===== src/rtl/alu_pkg.sv =====
package alu_pkg;
  localparam int unsigned OP_W = 4;

  typedef enum logic [OP_W-1:0] {
    OP_ADD   = 4'd0,
    OP_SLL   = 4'd1,
    OP_SLT   = 4'd2,
    OP_RSV3  = 4'd3,
    OP_XOR   = 4'd4,
    OP_SRL   = 4'd5,
    OP_OR    = 4'd6,
    OP_AND   = 4'd7,
    OP_MUL   = 4'd8,
    OP_MULH  = 4'd9,
    OP_RSV10 = 4'd10,
    OP_MULHU = 4'd11,
    OP_SUB   = 4'd12,
    OP_SRA   = 4'd13,
    OP_RSV14 = 4'd14,
    OP_BSEL  = 4'd15
  } alu_op_e;
endpackage


===== src/rtl/alu_addsub.sv =====
module alu_addsub #(
  parameter int unsigned W = 32
) (
  input  logic [W-1:0] a_in,
  input  logic [W-1:0] b_in,
  input  logic         subtract,
  output logic [W-1:0] sum_out,
  output logic         lt_signed
);
  logic [W-1:0] b_eff;
  logic         ovf;

  always_comb begin
    b_eff   = b_in ^ {W{subtract}};
    sum_out = a_in + b_eff + W'(subtract);
    // Signed overflow of a - b: operand signs differ and the difference sign
    // disagrees with a.
    ovf       = (a_in[W-1] != b_in[W-1]) && (sum_out[W-1] != a_in[W-1]);
    lt_signed = sum_out[W-1] ^ ovf;
  end
endmodule


===== src/rtl/alu_shifter.sv =====
module alu_shifter #(
  parameter int unsigned W = 32
) (
  input  logic [W-1:0]         data_in,
  input  logic [$clog2(W)-1:0] amount,
  input  logic                 dir_left,
  input  logic                 arith,
  output logic [W-1:0]         data_out
);
  localparam int unsigned SH_W = $clog2(W);

  logic [W-1:0] reversed_in;
  logic [W-1:0] stage [SH_W+1];
  logic         fill_bit;

  always_comb begin
    for (int i = 0; i < W; i++) begin
      reversed_in[i] = data_in[W-1-i];
    end
    fill_bit = arith & ~dir_left & data_in[W-1];
  end

  assign stage[0] = dir_left ? reversed_in : data_in;

  for (genvar s = 0; s < SH_W; s++) begin : g_stage
    localparam int unsigned STEP = 1 << s;
    assign stage[s+1] = amount[s]
                      ? {{STEP{fill_bit}}, stage[s][W-1:STEP]}
                      : stage[s];
  end

  always_comb begin
    for (int i = 0; i < W; i++) begin
      data_out[i] = dir_left ? stage[SH_W][W-1-i] : stage[SH_W][i];
    end
  end
endmodule


===== src/rtl/alu_multiplier.sv =====
module alu_multiplier #(
  parameter int unsigned W = 32
) (
  input  logic [W-1:0] a_in,
  input  logic [W-1:0] b_in,
  input  logic         signed_ops,
  output logic [W-1:0] prod_lo,
  output logic [W-1:0] prod_hi
);
  localparam int unsigned EXT_W  = W + 1;
  localparam int unsigned PROD_W = 2 * EXT_W;

  logic [EXT_W-1:0]  a_ext;
  logic [EXT_W-1:0]  b_ext;
  logic [PROD_W-1:0] product;

  always_comb begin
    a_ext   = {a_in[W-1] & signed_ops, a_in};
    b_ext   = {b_in[W-1] & signed_ops, b_in};
    product = $signed({{EXT_W{a_ext[EXT_W-1]}}, a_ext})
            * $signed({{EXT_W{b_ext[EXT_W-1]}}, b_ext});
    prod_lo = product[W-1:0];
    prod_hi = product[2*W-1:W];
  end
endmodule


===== src/rtl/arith_logic_unit.sv =====
module arith_logic_unit
  import alu_pkg::*;
#(
  parameter int unsigned W = 32
) (
  input  logic [W-1:0]    opnd_a,
  input  logic [W-1:0]    opnd_b,
  input  logic [OP_W-1:0] op_sel,
  output logic [W-1:0]    result
);
  localparam int unsigned SH_W = $clog2(W);

  alu_op_e      op;
  logic         do_sub;
  logic         shl;
  logic         sh_arith;
  logic         mul_signed;
  logic [W-1:0] sum_w;
  logic         lt_w;
  logic [W-1:0] shift_w;
  logic [W-1:0] lo_w;
  logic [W-1:0] hi_w;

  always_comb begin
    op         = alu_op_e'(op_sel);
    do_sub     = (op == OP_SUB) || (op == OP_SLT);
    shl        = (op == OP_SLL);
    sh_arith   = (op == OP_SRA);
    mul_signed = (op != OP_MULHU);
  end

  alu_addsub #(.W(W)) u_addsub (
    .a_in      (opnd_a),
    .b_in      (opnd_b),
    .subtract  (do_sub),
    .sum_out   (sum_w),
    .lt_signed (lt_w)
  );

  alu_shifter #(.W(W)) u_shifter (
    .data_in  (opnd_a),
    .amount   (opnd_b[SH_W-1:0]),
    .dir_left (shl),
    .arith    (sh_arith),
    .data_out (shift_w)
  );

  alu_multiplier #(.W(W)) u_mult (
    .a_in       (opnd_a),
    .b_in       (opnd_b),
    .signed_ops (mul_signed),
    .prod_lo    (lo_w),
    .prod_hi    (hi_w)
  );

  always_comb begin
    unique case (op)
      OP_ADD, OP_SUB:           result = sum_w;
      OP_SLL, OP_SRL, OP_SRA:   result = shift_w;
      OP_SLT:                   result = {{(W-1){1'b0}}, lt_w};
      OP_XOR:                   result = opnd_a ^ opnd_b;
      OP_OR:                    result = opnd_a | opnd_b;
      OP_AND:                   result = opnd_a & opnd_b;
      OP_MUL:                   result = lo_w;
      OP_MULH, OP_MULHU:        result = hi_w;
      OP_BSEL:                  result = opnd_b;
      OP_RSV3, OP_RSV10, OP_RSV14: result = '0;
      default:                  result = '0;
    endcase
  end
endmodule


===== config.mk =====
export PLATFORM = sky130hd
export DESIGN_NAME = arith_logic_unit
export DESIGN_NICKNAME = d
export VERILOG_FILES = /design/src/rtl/alu_pkg.sv /design/src/rtl/alu_addsub.sv /design/src/rtl/alu_shifter.sv /design/src/rtl/alu_multiplier.sv /design/src/rtl/arith_logic_unit.sv
export SDC_FILE = /design/constraint.sdc
export NUM_CORES = 2
export LEC_CHECK = 0
export ABC_CLOCK_PERIOD_IN_PS = 34900
export CORE_MARGIN = 2
export CORE_UTILIZATION = 60
export DETAILED_ROUTE_END_ITERATION = 10
export DONT_BUFFER_PORTS = 1
export PLACE_DENSITY = 0.76
export RECOVER_POWER = 25
export SLEW_MARGIN = 25
export SYNTH_ARGS = -nofsm -noshare
export SYNTH_HDL_FRONTEND = slang
export SYNTH_SLANG_ARGS = --single-unit

===== constraint.sdc =====
create_clock -name vclk -period 34.9
set_clock_uncertainty 0.05 [all_clocks]
set_input_delay 6.98 -clock vclk [all_inputs]
set_output_delay 6.98 -clock vclk [all_outputs]
set_load 0.05 [all_outputs]

# == Yosys cells after proc, flatten, opt, wreduce, memory -nomap -nowiden ==
# Index checks and enable logic that the tools add are counted.
# totals
ff_bits,0
in_bits,68
output_inout_bits,32
elab_cells,77
# classes
n_addsub,2
n_mul,1
n_eq_ne,18
mux,39
bitwise,10
reduce_logical,7
# ops
operator,n
32-bit one-hot mux with 10 select lines,1
32-bit 2-to-1 mux,6
33-bit by 33-bit multiplier with 64-bit output,1
32-bit XOR,2
32-bit by 1-bit adder with 32-bit output,1
32-bit adder,1
32-bit AND,1
4-bit equality test (second input constant),8
1-bit 2-to-1 mux,32
32-bit bitwise OR,1
4-bit by 3-bit equality test with 1-bit output (second input constant),4
4-bit by 2-bit equality test with 1-bit output (second input constant),2
3-bit OR reduction,2
1-bit AND,4
4-bit by 1-bit equality test with 1-bit output (second input constant),1
4-bit logical NOT,1
4-bit != test (second input constant),1
2-bit OR reduction,2
1-bit != test,2
1-bit logical AND,1
1-bit logical OR,1
1-bit NOT,1
1-bit XOR,1

# == Depth between registers and ports, before layout ==
# depth
depth_word,11
mapped_depth,32
depth_no_buf,29

# == By module ==
# Synthesis repeated with hierarchy kept, for this count alone.
# hier_totals
hier_cells,5454
hier_area_um2,47195.3
# by_module_without_submodules
module,n_inst,cells_per_inst,area_each_um2,seq_area_each_um2
alu_multiplier,1,4132,37702.4,0.0
alu_shifter,1,482,3723.6,0.0
arith_logic_unit,1,529,3582.2,0.0
alu_addsub,1,311,2187.1,0.0

# == Least setup slack after synthesis ==
# OpenSTA, ideal clock, no wires.
# synth_path
path_type,input to output
startpoint,input port opnd_b[1]
endpoint,output port result[15]
arrival_ns,15.745
required_time_ns,27.870
slack_ns,12.125
path_stages,30
path_buffers,5
path_cell_list,clkbuf_1 inv_2 buf_1 clkbuf_1 buf_1 nor2_1 fa_1 inv_1 fa_1 inv_1 fa_1 fa_1 inv_1 fa_1 fa_1 inv_1 fa_1 fa_1 ha_1 clkbuf_1 nand2_1 or2_2 a211o_1 o21ai_1 a21oi_1 o31ai_1 a31oi_1 xnor2_1 o221a_2 a21oi_1
# synth_via
elab_chain_cells,6
word_cells_on_any_way,10
cone_classes,2 x add/sub; 1 x mul; 6 x mux; 1 x bitwise
# synth_lines
element,line,source
start: declaration,arith_logic_unit.sv:7,"input logic [W-1:0] opnd_b,"
"parallel branches: the longest is 5 deep, another holds 33-bit by 33-bit multiplier with 64-bit output",-,
32-bit one-hot mux with 10 select lines *,arith_logic_unit.sv:57,unique case (op)
end: declaration,arith_logic_unit.sv:9,output logic [W-1:0] result
# Mark *: on every way between the ends.

# == Worst setup path after layout ==
# layout_path
startpoint,input port op_sel[3]
endpoint,output port result[10]
# layout_via
elab_chain_cells,11
word_cells_on_any_way,39
cone_classes,2 x add/sub; 1 x mul; 16 x eq/ne; 8 x mux; 6 x bitwise; 6 x reduce/logical
# layout_lines
element,line,source
start: declaration,arith_logic_unit.sv:8,"input logic [OP_W-1:0] op_sel,"
"parallel branches: the longest is 10 deep, another holds 33-bit by 33-bit multiplier with 64-bit output",-,
32-bit one-hot mux with 10 select lines *,arith_logic_unit.sv:57,
# Marks and branches as above.

==> impl_metrics.yaml <==
detailed_routing:
  first_iter_violations: 3762
  wl_mm: 159
  drt-pass1-iter-count: 6
  ant_nets: 0
  drcViolationCount: 0
  vias_per_cell: 6.29
  vias: 36400
  post_drt_wl_per_cell_um: 27.4
setup_path:
  cp.depth: 27
  crit_type: "in2out"
  cp-start-kind: "input pin"
  cp_data_required_time_ps: 27870
  slowest_stage: "clkbuf_1"
  crit_family: "adder cells"
  critPathMostFrequentCell: "fa_1"
  path_max_fanout: 24
  crit_arrival_ps: 18350
  path_buf_inv: 5
  end_kind: "output pin"
  slowest_delay_ps: 1080
final_layout:
  fin_util: 0.613
  n_sequential_cell: 0
  syn2layout_area_growth_pct: 0.681
  nClkBuffers: 0
  drive_gt1_frac: 0.0196
  final-seq-area_um2: 0
  fill_cells: 6252
  multi_input_area_um2: 37900
  num-nets-final: 6340
floorplanning:
  ios: 100
  dieHeight_um: 274
  core_area_um2: 71900
  die_area_um2: 75000
  die_w_um: 274
  initial_core_util: 0.608
  num_rows: 98
timing:
  fin_tns_setup_ps: 0
  slew_violations: 2
  finalCritPeriodShare: 0.727
  maxSlewHeadroom: -0.288
  setup_viol: 0
  rsz0062_at_grt: "no"
  tightest_slew_ps: 1910
  hold_slack_ps: 14330
  fmaxAchievable_ghz: 0.0394
  hold_violations: 0
  period_minus_slack_ps: 25380
worst_hold_path:
  hold_depth: 2
  hold_class: "in2out"
yosys:
  yosys_warnings: 0
  synth_fp_nets: 6613
  synth_xor_area_frac: 0.0254
  avgSynthCellArea_um2: 8.55
  syn_inst: 5113
  synth_fa_ha_area_frac: 0.603
  yosysSeqAreaShare: 0
  synth_top_family_by_area: "adder cells"
  synth.area.mux_share: 0.0311
  syn_area_um2: 43700
  synth-compound-area-share: 0.0787
  yosys.area_share.simple: 0.127
  ys_types: 75
cts:
  cts_setup_buffers: 0
  ctsResizeCount: 0
  cts_hold_buf: 0
grt:
  grt_max_degree: 59
  grt.overflow.total: 0
  grt_pass1_vias: 39100
  antenna_found_initial: 11
  grt_pass1_wl_mm: 241
  grt_usage: 0.438
job:
  cap_violations: 2
placed_design:
  port_buffers: 0
  dp_hpwl_mm: 120
  place.gp.congestion: 1.04
run_status:
  status: "finished, violations left"
  violations: "capacitance limit, slew limit"
## cells in the mapped netlist (12+ instances only)
master	instances	area, µm²
ha_1	306	3830
o21ai_0	81	405
and2_1	25	156
and3_1	14	87.6
a22oi_1	23	173
a21o_1	47	353
a221oi_1	32	280
mux4_2	26	586
nand4_1	22	138
nand2_1	843	3160
a211oi_1	16	120
clkbuf_1	224	841
a31oi_1	12	75.1
o21bai_1	16	120
inv_1	1212	4550
o22ai_1	16	100
xnor2_1	92	806
nor3_1	12	60.1
mux2i_1	67	671
fa_1	1126	22500
clkinv_1	21	78.8
buf_1	72	270
nand3_1	37	185
inv_2	12	45.0
xor2_1	35	307
nor2_1	382	1430
a21oi_1	154	771
o211ai_1	33	248
## cell families after synthesis
kind of cell | count (synthesis)
compound gates | 522
xor+xnor | 127
fa+ha+maj | 1432
buf+inv | 1551
mux | 98
simple gates | 1383
## through the flow
stage,instances,instance area [µm²],setup slack [ps]
6_report,5792,44000,9520
5_1_grt,5788,44000,9450
4_1_cts,5788,44000,11030
3_5_place_dp,5788,44000,11040
3_3_place_gp,5787,44000,11260
2_1_floorplan,5113,43700,12130
## cells in the final DEF (no fill, tap or decap), types with 22 or more instances in the layout
master,n
nand3_1,37
xnor2_1,92
o21ai_0,79
a221oi_1,32
nor2_1,379
a21oi_1,153
nand2_1,843
mux4_2,26
fa_1,1126
inv_1,1213
a22oi_1,22
nand4_1,22
a21o_1,47
and2_1,25
buf_4,30
mux2i_1,67
ha_1,306
xor2_1,35
o211ai_1,33
## path summary, 6_finish.rpt
| path | from | end | slack (ps) |
|---|---|---|---|
| max | op_sel[3] | result[10] | 9520 |
| min | op_sel[0] | result[0] | 14330 |
## metal layers
metal | vias up | track usage | part of all wire
met5 | - | 0 | 0.00034
met4 | 8 | 0.254 | 0.075
met3 | 604 | 0.102 | 0.12
met2 | 2418 | 0.681 | 0.45
met1 | 18700 | 0.565 | 0.36
li1 | 14700 | - | -
## final cells by class
class | instances | area share
well taps | 950 | 0.0270
multi-input cells | 3562 | 0.861
repair buffers | 31 | 0.00520
inverters | 1245 | 0.106
diodes | 4 | 0.000227
